<file path="src/rtl/xpd_pkg.sv">
package xpd_pkg;
  localparam int DEG_FULL = 180;
  localparam int DEG_W    = $clog2(DEG_FULL + 1);

  function automatic int unsigned sat_inc(input int unsigned v, input int unsigned lim);
    return (v >= lim) ? lim : v + 1;
  endfunction
endpackage

</file>
<file path="src/rtl/xpd_sync.sv">
module xpd_sync #(
  parameter int W      = 2,
  parameter int STAGES = 2
) (
  input  logic         clk,
  input  logic         rst_n,
  input  logic [W-1:0] d,
  output logic [W-1:0] q
);
  logic [W-1:0] chain [STAGES];

  for (genvar s = 0; s < STAGES; s++) begin : g_stage
    always_ff @(posedge clk) begin
      if (!rst_n)      chain[s] <= '0;
      else if (s == 0) chain[s] <= d;
      else             chain[s] <= chain[s-1];
    end
  end

  assign q = chain[STAGES-1];
endmodule

</file>
<file path="src/rtl/xpd_window.sv">
module xpd_window #(
  parameter int CNT_W = 16
) (
  input  logic             clk,
  input  logic             rst_n,
  input  logic             ref_s,
  input  logic             xor_s,
  output logic             close,
  output logic [CNT_W-1:0] per_cnt,
  output logic [CNT_W-1:0] hi_cnt,
  output logic [CNT_W-1:0] rhi_cnt
);
  import xpd_pkg::*;
  localparam int unsigned LIM = (1 << CNT_W) - 1;

  logic ref_d, armed, rise;

  assign rise  = ref_s & ~ref_d;
  assign close = rise & armed;

  always_ff @(posedge clk) begin
    if (!rst_n) begin
      ref_d   <= 1'b0;
      armed   <= 1'b0;
      per_cnt <= '0;
      hi_cnt  <= '0;
      rhi_cnt <= '0;
    end else begin
      ref_d <= ref_s;
      if (rise) begin
        armed   <= 1'b1;
        per_cnt <= CNT_W'(1);
        hi_cnt  <= CNT_W'(xor_s);
        rhi_cnt <= CNT_W'(1);
      end else begin
        per_cnt <= CNT_W'(sat_inc(int'(per_cnt), LIM));
        if (xor_s) hi_cnt  <= CNT_W'(sat_inc(int'(hi_cnt), LIM));
        if (ref_s) rhi_cnt <= CNT_W'(sat_inc(int'(rhi_cnt), LIM));
      end
    end
  end
endmodule

</file>
<file path="src/rtl/xpd_scale.sv">
module xpd_scale #(
  parameter int CNT_W    = 16,
  parameter int WORD_W   = 8,
  parameter int ASYM_TOL = 2
) (
  input  logic              clk,
  input  logic              rst_n,
  input  logic              close,
  input  logic [CNT_W-1:0]  per_cnt,
  input  logic [CNT_W-1:0]  hi_cnt,
  input  logic [CNT_W-1:0]  rhi_cnt,
  output logic [WORD_W-1:0] phase_word,
  output logic              phase_valid,
  output logic              asym_flag
);
  import xpd_pkg::*;
  localparam int PROD_W = CNT_W + DEG_W;
  localparam int DIFF_W = CNT_W + 2;

  logic [PROD_W-1:0] prod, quot;
  logic [DIFF_W-1:0] twice_hi, per_ext, gap;
  logic              skewed;

  always_comb begin
    prod = PROD_W'(hi_cnt) * PROD_W'(DEG_FULL);
    quot = (per_cnt == '0) ? '0 : prod / PROD_W'(per_cnt);
  end

  always_comb begin
    twice_hi = DIFF_W'(rhi_cnt) << 1;
    per_ext  = DIFF_W'(per_cnt);
    gap      = (twice_hi >= per_ext) ? twice_hi - per_ext : per_ext - twice_hi;
    skewed   = gap > DIFF_W'(2 * ASYM_TOL);
  end

  always_ff @(posedge clk) begin
    if (!rst_n) begin
      phase_word  <= '0;
      phase_valid <= 1'b0;
      asym_flag   <= 1'b0;
    end else begin
      phase_valid <= close;
      if (close) begin
        phase_word <= quot[WORD_W-1:0];
        asym_flag  <= skewed;
      end
    end
  end
endmodule

</file>
<file path="src/rtl/xor_phase_det.sv">
module xor_phase_det #(
  parameter int CNT_W    = 16,
  parameter int WORD_W   = xpd_pkg::DEG_W,
  parameter int ASYM_TOL = 2
) (
  input  logic              clk,
  input  logic              rst_n,
  input  logic              ref_in,
  input  logic              fb_in,
  output logic              xor_out,
  output logic [WORD_W-1:0] phase_word,
  output logic              phase_valid,
  output logic              asym_flag
);
  logic [1:0]       raw, synced;
  logic             close;
  logic [CNT_W-1:0] per_cnt, hi_cnt, rhi_cnt;

  assign raw = {fb_in, ref_in};

  xpd_sync #(.W(2), .STAGES(2)) u_sync (
    .clk(clk), .rst_n(rst_n), .d(raw), .q(synced)
  );

  assign xor_out = synced[0] ^ synced[1];

  xpd_window #(.CNT_W(CNT_W)) u_win (
    .clk(clk), .rst_n(rst_n), .ref_s(synced[0]), .xor_s(xor_out),
    .close(close), .per_cnt(per_cnt), .hi_cnt(hi_cnt), .rhi_cnt(rhi_cnt)
  );

  xpd_scale #(.CNT_W(CNT_W), .WORD_W(WORD_W), .ASYM_TOL(ASYM_TOL)) u_scale (
    .clk(clk), .rst_n(rst_n), .close(close),
    .per_cnt(per_cnt), .hi_cnt(hi_cnt), .rhi_cnt(rhi_cnt),
    .phase_word(phase_word), .phase_valid(phase_valid), .asym_flag(asym_flag)
  );
endmodule

</file>
<file path="config.mk">
export PLATFORM = sky130hd
export DESIGN_NAME = xor_phase_det
export DESIGN_NICKNAME = d
export VERILOG_FILES = /design/src/rtl/xpd_pkg.sv /design/src/rtl/xpd_sync.sv /design/src/rtl/xpd_window.sv /design/src/rtl/xpd_scale.sv /design/src/rtl/xor_phase_det.sv
export SDC_FILE = /design/constraint.sdc
export NUM_CORES = 1
export LEC_CHECK = 0
export BUFFER_PORTS_ARGS = -buffer_cell sky130_fd_sc_hd__buf_2
export CORE_MARGIN = 2
export CORE_UTILIZATION = 30
export DETAILED_ROUTE_END_ITERATION = 10
export PLACE_DENSITY = 0.5
export SLEW_MARGIN = 0
export SYNTH_ARGS = -nofsm -noshare
export SYNTH_HDL_FRONTEND = slang
export SYNTH_SLANG_ARGS = --single-unit
</file>
<file path="constraint.sdc">
create_clock -name clk -period 92.7 [get_ports clk]
set_input_delay 27.81 -clock clk [delete_from_list [all_inputs] [get_ports clk]]
set_output_delay 27.81 -clock clk [all_outputs]
set_load 0.01 [all_outputs]
</file>
## Yosys cells after proc, flatten, opt, wreduce, memory -nomap -nowiden

Memories as Yosys holds them, arrays and structs flattened.
Index checks and enable logic that the tools add are counted.
W data, S select, Z words.

- Add/sub/neg operators: 5
- Multiply operators: 1
- Div/mod/pow operators: 1
- $lt $le $gt $ge: 5
- Multiplexer cells: 14
- Bitwise operators: 7
- Reduce and logical (&&, ||, !) cells: 4

Operator list:

| kind | count |
|---|---|
| $add A16 B1 Y16 const B | 3 |
| $ge A16 B16 Y1 const B | 3 |
| $mux W16 | 3 |
| $div A24 B16 Y24 | 1 |
| $mul A16 B6 Y22 const B | 1 |
| $gt A18 B3 Y1 const B | 1 |
| $mux W18 | 1 |
| $sub A16 B17 Y18 | 1 |
| $sub A17 B16 Y18 | 1 |
| $ge A17 B16 Y1 | 1 |
| $logic_not A16 Y1 | 1 |
| $mux W8 | 1 |
| $mux W1 | 7 |
| $mux W2 | 2 |
| $reduce_bool A2 Y1 | 2 |
| $and A1 B1 Y1 | 2 |
| $not A1 Y1 | 2 |
| $or A1 B1 Y1 | 2 |
| $reduce_or A2 Y1 | 1 |
| $xor A1 B1 Y1 | 1 |

- Flip-flop bits (word level): 60
- RAM bits: 4
- Output and inout bits: 11
- Memories: 1

Memories:

| name | depth | bits a word | rd ports | clocked after memory_dff | write ports | line | source |
|---|---|---|---|---|---|---|---|
| u_sync.chain | 2 | 2 | 2 | 0 | 2 | xpd_sync.sv:10 | `logic [W-1:0] chain [STAGES];` |

## Longest topological paths before layout

Gate-level depths: netlist of run 1.

- Depth in word-level cells: 4
- Mapped depth: 418
- Gate-level depth less buffers: 395

## Modules after synthesis

From an unflattened synthesis of run 1, not the netlist that was laid out.

- Cells, all modules: 2840
- Area total of the unflattened synthesis: 20796.2 um2

Modules (own cells, without submodules):

| module | times used | cells each | area an instance (um2) | sequential area each (um2) |
|---|---|---|---|---|
| xpd_scale | 1 | 2568 | 18371.4 | 200.2 |
| xpd_window | 1 | 263 | 2311.0 | 1001.0 |
| xpd_sync | 1 | 8 | 105.1 | 80.1 |
| xor_phase_det | 1 | 1 | 8.8 | 0.0 |

## Worst setup path before layout of run 1

OpenSTA, ideal clock, no wires.

- Path kind: reg2reg
- Start point: register u_win.hi_cnt[5]
- End point: register u_scale.phase_word[0]
- Library setup time: 138 ps
- Arrival: 66174 ps
- Data required time: 92562 ps
- Slack: 26388 ps
- Stages on the path, launching flop included: 386
- Path buffers: 30
- Cells stage by stage: dfxtp_1 ha_1 xor2_1 ha_1 inv_1 fa_1 inv_1 ha_1 buf_4 a21oi_1 o211ai_1 a21oi_1 o21ai_0 a21o_1 a21oi_1 xnor2_1 ha_1 o21ba_2 [350 not listed] nor2b_1 o21ai_0 nand2b_1 nor2_1 nand4b_2 buf_4 nor2_1 a21oi_1 ha_1 a21o_1 a21o_1 a21oi_1 a211o_1 a21oi_1 nor3_1 o311ai_0 nor4b_1 a41oi_1

- Longest elaborated chain between the ends: 3

RTL lines:

| item | line | source |
|---|---|---|
| from (decl) | xpd_window.sv:10 | `output logic [CNT_W-1:0] hi_cnt,` |
| from (signal assigned) | xpd_window.sv:33 | `hi_cnt <= CNT_W'(xor_s);` |
| from (signal assigned) | xpd_window.sv:37 | `if (xor_s) hi_cnt <= CNT_W'(sat_inc(int'(hi_cnt), LIM));` |
| $mul A16 B6 Y22 | xpd_scale.sv:25 | `prod = PROD_W'(hi_cnt) * PROD_W'(DEG_FULL);` |
| $div A24 B16 Y24 | xpd_scale.sv:26 | `quot = (per_cnt == '0) ? '0 : prod / PROD_W'(per_cnt);` |
| $mux W8 | xpd_scale.sv:26 |  |
| to (signal assigned) | xpd_scale.sv:44 | `phase_word <= quot[WORD_W-1:0];` |
| to (decl) | xpd_scale.sv:12 | `output logic [WORD_W-1:0] phase_word,` |

No other way between the ends.
A chain may end at the register's enable or synchronous reset.

## Worst setup path after layout of run 1

- Start point: register u_win.hi_cnt[0]
- End point: register u_scale.phase_word[0]

The elaborated chain is that of the path after synthesis.

==> flow_metrics.tcl, run 1 <==
set metrics [dict create \
    status "finished clean" \
    synth-edff-count 0 \
    synth_area_leaders "ha_1 (17%), a21oi_1 (6.6%), xnor2_1 (5.9%), dfxtp_1 (4.9%), nor2_1 (4.6%)" \
    rsz0062_at_grt "no" \
    ys.flop_type "dfxtp_1" \
    hpwl_um 71600 \
    num_rows 108 \
    cts_post_setup_buffers_inserted 0 \
    crit_top_cell "o21a_1" \
    cts_made_buffers 9 \
    die_area_um2 89100 \
    cp.arrival_ns 75.23 \
    critPathLaunchType "flop" \
    startpoint "u_win.hi_cnt[0]" \
    ioPinCount 15 \
    cts_hold_buf 0 \
    synth.distinct_cells 130 \
    antenna_found_initial 1 \
    ys_ff_latch 64 \
    h-tree-depth 3 \
    finalClockSkew_ns 0.0144 \
    cp-end-kind "flop" \
    drt_first_pass_iters 6 \
    worst-r2r-cell-count 371 \
    finalWirelength_um 90500 \
    r2r-end "u_scale.phase_word[0]" \
    seq_area_frac_synth_pct 4.92 \
    slew_viol_final 0 \
    yosys-top-cells-count "ha_1 (348), a21oi_1 (345), nor2_1 (321)" \
    ant_nets 0 \
    overflow 0 \
    grt_max_degree 31 \
    finalHoldViolCount 0 \
    drive_gt1_share_pct 7.64 \
    die_height_um 299 \
    syn_to_final_growth_pct 5.62 \
    fill_cells 9377 \
    numPortBuffers 14 \
    worst_pin_slew_ns 0.964 \
    min_period_over_period_pct 80.9 \
    gp_congestion 0.914 \
    whs_ns 0.436 \
    routed_via_density 5.70 \
    cts_tree "built" \
    clkTransAtPathRegs_ns 0.06 \
    reg2reg_from "u_win.hi_cnt[0]" \
    cts_buffer_depth 2 \
    synth.top_cell.area_share_pct 16.7 \
    crit_path_max_fanout 29 \
    syn_inst 3635 \
    fin_crit_ns 75.02 \
    finalNetCount 3965 \
    initial_utilization_pct 30.1 \
    post-synth-top-count-cell "ha_1" \
    post_cts_resized 0 \
    die_x_um 299 \
    critPathRequiredTime_ns 92.91 \
    synth.avg_cell_area_um2 7.16 \
    syn-cell-area_um2 26000 \
    worstSkewPairLatency_ns 0.34 \
    crit_end "u_scale.phase_word[0]" \
    slew_headroom_pct 34.1 \
    tns_ns 0 \
    first_iter_violations 2088 \
    r2r_slack_ns 17.68 \
    crit_path_max_incr_delay_ns 0.71 \
    grt_first_pass_wirelength_um 144000 \
    yosysWarnings 0 \
    num_vias 27100 \
    grt_pass1_vias 25900 \
    fmax_mhz 13.3 \
    cp_slowest_cell "ha_1" \
    core_um2 86300 \
    setup_violations 0 \
    worstSetupPathType "flop to flop" \
    cap_violations 0 \
    antennaDiodeCount 0 \
    drt-wirelength-per-cell_um 19.0 \
    async_flop_share_pct 0 \
    drc 0 \
    synth.largest_area_cell "ha_1" \
    track_usage_pct 19.6 \
    cts_root_buffer "clkbuf_16" \
    hold_class "flop to flop" \
    cts.sinks 64 \
    synth_nets 4006 \
]
layout make-up:
cell class / count / area (um2) / area share [%]
multi-input combinational: 3290 / 23400 / 85.3
tap: 1155 / 1450 / 5.26
sequential: 64 / 1280 / 4.66
inverter: 171 / 642 / 2.33
timing repair buffer: 58 / 400 / 1.46
clock buffer: 10 / 239 / 0.869
clock inverter: 6 / 42.5 / 0.155
per-stage QoR:
step	utilization [%]	instances	cell area (um2)	setup WS, ns
floorplan	-	3635	26000	26.39
detailed placement	31.5	4738	27200	18.57
global route	31.8	4754	27500	10.16
global placement	31.5	4738	27200	19.44
CTS	31.8	4754	27500	18.22
finish	31.8	4754	27500	17.68
worst min path at each step:
stage | start | end | slack [ns] | depth (start not counted)
CTS | u_sync.chain[0][1] | u_sync.chain[1][1] | 0.44 | 1
floorplan | u_sync.chain[0][0] | u_sync.chain[1][0] | 0.41 | 1
detailed placement | u_sync.chain[0][1] | u_sync.chain[1][1] | 0.42 | 1
finish | u_sync.chain[0][0] | u_sync.chain[1][0] | 0.44 | 1
global placement | u_sync.chain[0][0] | u_sync.chain[1][0] | 0.42 | 1
global route | u_sync.chain[0][0] | u_sync.chain[1][0] | 0.46 | 1
worst max-delay path, delay by kind of cell (launching register included):
kind | cells | cell delay [ns]
flip-flops | 1 | 0.42
AND/OR/NAND/NOR | 125 | 20.40
multiplexers | 4 | 1.81
buffers and inverters | 9 | 1.44
XOR/XNOR | 6 | 1.02
AO/OA/AOI/OAI | 199 | 39.94
adder cells (fa/ha/maj) | 28 | 9.61
flip-flops by register name, summed over array words and instances (netlist names):
signal and count:
u_win.hi_cnt 16, u_win.per_cnt 16, u_win.rhi_cnt 16, u_scale.phase_word 8, u_sync.chain 4, u_scale.asym_flag 1
u_scale.phase_valid 1, u_win.armed 1, u_win.ref_d 1
cell usage in the layout (no fill, tap or decap), types with 47 or more instances in the layout:
cell type | Yosys | final
ha_1 | 348 | 348
a21oi_1 | 345 | 345
nor2_1 | 321 | 318
nand2_1 | 296 | 296
o21ai_0 | 217 | 213
xnor2_1 | 175 | 175
inv_1 | 167 | 167
nor3_1 | 139 | 139
a21o_1 | 137 | 137
xor2_1 | 106 | 106
o21a_1 | 97 | 97
nand4_1 | 85 | 85
nand3_1 | 76 | 76
nand2b_1 | 65 | 65
mux2_2 | 65 | 65
dfxtp_1 | 64 | 64
nor2b_1 | 51 | 50
a31oi_1 | 48 | 48
and2_1 | 47 | 47
cell families (layout without fill, tap and decap cells):
kind of cell / Yosys count / after routing / synth area share, %
simple gates: 1328 / 1328 / 26.7
flops: 64 / 64 / 4.92
buf+inv: 281 / 245 / 5.08
fa+ha+maj: 367 / 367 / 18.2
mux: 100 / 100 / 4.24
xor+xnor: 289 / 289 / 10.0
compound gates: 1206 / 1206 / 30.9
layer usage:
metal	wire (um)	track usage [%]
met1	42900	26.8
met2	41300	33.1
met3	3640	1.37
met4	2740	5.32
met5	0	0
Power of run 1 is left out: the tool's default activity adds up to more than one toggle a clock period on the data nets, which glitch-free logic cannot reach.
==> run 2, diff against run 1 <==
--- a/config.mk
+++ b/config.mk
@@ -9,7 +9,7 @@
 export CORE_MARGIN = 2
 export CORE_UTILIZATION = 30
 export DETAILED_ROUTE_END_ITERATION = 10
-export PLACE_DENSITY = 0.5
+export PLACE_DENSITY = 0.51
 export SLEW_MARGIN = 0
 export SYNTH_ARGS = -nofsm -noshare
 export SYNTH_HDL_FRONTEND = slang
==> constraint.sdc (replaced) <==
create_clock -name clk -period 63.6 [get_ports clk]
set_input_delay 19.08 -clock clk [delete_from_list [all_inputs] [get_ports clk]]
set_output_delay 19.08 -clock clk [all_outputs]
set_load 0.01 [all_outputs]
==> run 2 against run 1 <==
Effect of this change:
- register-to-register slack got worse by 15 ns
- cell count rose by 7.0%
- die area stayed put
- non-clock buffer count increased by 334
- critical path depth decreased by 8
- flip-flop and latch count is the same
- clock skew is 0.0078 ns lower
- sequential share of layout area is 0.51 points lower
- wire length is 5.1% higher
- clock-buffer cell count is 1 higher
- via count is 5.1% higher
- core utilization rose by 4.4 points
- critical endpoint unchanged
==> flow_metrics.tcl, run 2 (same netlist as run 1, synthesis figures left out) <==
set metrics [dict create \
    ioPinCount 15 \
    seq_area_um2 1300 \
    cts_made_buffers 9 \
    whs_ns 0.436 \
    cp_slowest_cell "or4b_4" \
    final_common_cell "buf_4" \
    gp_congestion 0.914 \
    cts_tree "built" \
    fin_crit_ns 60.73 \
    hpwl_um 74100 \
    min_period_over_period_pct 95.5 \
    cap_violations 0 \
    drt-wirelength-per-cell_um 18.7 \
    grt_pass1_vias 26700 \
    fill_cells 9126 \
    antenna_found_initial 0 \
    crit_top_cell "o21a_1" \
    finalNetCount 4300 \
    final_cell_mix "buf_4 (366), ha_1 (320), nor2_1 (295), a21oi_1 (294), nand2_1 (285)" \
    die_x_um 299 \
    finalWirelength_um 95100 \
    track_usage_pct 20.1 \
    hold_class "flop to flop" \
    die_area_um2 89100 \
    drive_gt1_share_pct 20.8 \
    slew_headroom_pct 24.9 \
    critPathRequiredTime_ns 63.86 \
    crit_path_max_fanout 13 \
    largestRegisters "u_win.hi_cnt x16, u_win.per_cnt x16, u_win.rhi_cnt x16" \
    worstSkewPairLatency_ns 0.34 \
    crit_path_max_incr_delay_ns 0.57 \
    multi_input_comb_area_um2 24600 \
    drt_first_pass_iters 7 \
    tns_ns 0 \
    finalClockSkew_ns 0.00657 \
    clkTransAtPathRegs_ns 0.06 \
    grt_first_pass_wirelength_um 147000 \
    ant_nets 0 \
    finalHoldViolCount 0 \
    worstSetupPathType "flop to flop" \
    rsz0062_at_grt "yes" \
    syn_to_final_growth_pct 20.4 \
    antennaDiodeCount 0 \
    initial_utilization_pct 30.1 \
    die_height_um 299 \
    num_rows 108 \
    numPortBuffers 14 \
    drc 0 \
    fmax_mhz 16.5 \
    grt_max_degree 29 \
    cts.sinks 64 \
    first_iter_violations 1682 \
    routed_via_density 5.60 \
    num_vias 28500 \
    overflow 0 \
    cp-end-kind "flop" \
    status "finished clean" \
    cp.arrival_ns 60.99 \
    slew_viol_final 0 \
    critPathLaunchType "flop" \
    cts_root_buffer "clkbuf_16" \
    cts_buffer_depth 2 \
    setup_violations 0 \
    r2r_slack_ns 2.87 \
    core_um2 86300 \
    h-tree-depth 3 \
    worst_pin_slew_ns 1.10 \
]
## run 2: cell types whose count changed in the layout (fill, tap and decap cells not counted), sizes merged
cell / before / now
bufinv: 0 / 2
buf: 58 / 390
clkbuf: 10 / 13
o41a: 3 / 4
clkinvlp: 2 / 1
inv: 172 / 171
clkinv: 3 / 2
## run 2: path summary, 6_finish.rpt
| check | endpoint | cells past startpoint | start |
|---|---|---|---|
| min | u_sync.chain[1][0] | 1 | u_sync.chain[0][0] |
| max | u_scale.phase_word[0] | 363 | u_win.hi_cnt[3] |
| max reg2reg | u_scale.phase_word[0] | 363 | u_win.hi_cnt[3] |
| min reg2reg | u_sync.chain[1][0] | 1 | u_sync.chain[0][0] |
## run 2: routing by layer
| metal | GRT usage, % | vias up | wire length (um) |
|---|---|---|---|
| met4 | 6.19 | 0 | 3100 |
| li1 | - | 14200 | - |
| met5 | 0 | - | 0 |
| met1 | 26.2 | 13500 | 43200 |
| met2 | 35.5 | 630 | 45700 |
| met3 | 1.11 | 164 | 3170 |
## run 2: worst max-delay path, delay by kind of cell, from the launching register on
kind            cells  cell delay [ns]
xor+xnor            9             1.66
simple gates      124            18.12
flops               1             0.34
buf+inv            14             2.06
mux                 5             1.34
fa+ha+maj          28             8.02
compound gates    183            29.04
## run 2: area by class of cell
type	instances	share of cell area, %
clock buffer	11	0.743
timing repair buffer	392	9.58
clock inverter	5	0.260
tap	1155	4.61
inverter	171	2.05
sequential	64	4.15
multi-input combinational	3291	78.6
## run 2: through the flow
step           worst slack (ns)  cell area [um2]  util [%]  std cells
3_5_place_dp              -1.42            29200      33.8       4988
6_report                   2.87            31300      36.3       5089
2_1_floorplan           0.00162            26200         -       3635
5_1_grt                   -1.52            31300      36.3       5089
3_3_place_gp             -0.598            29200      33.8       4988
4_1_cts                  0.0102            29700      34.4       5016
## run 2: what timing repair did
item | CTS | global route
cloned | 0 | 3
setup endpoints to repair | 1 | 3
hold buffers | 0 | 0
buffers inserted | 12 | 70
endpoints found under the hold margin | 0 | 0
pin swaps | 14 | 142
gates resized for setup | 40 | 266
Power of run 2 is left out for the same reason.
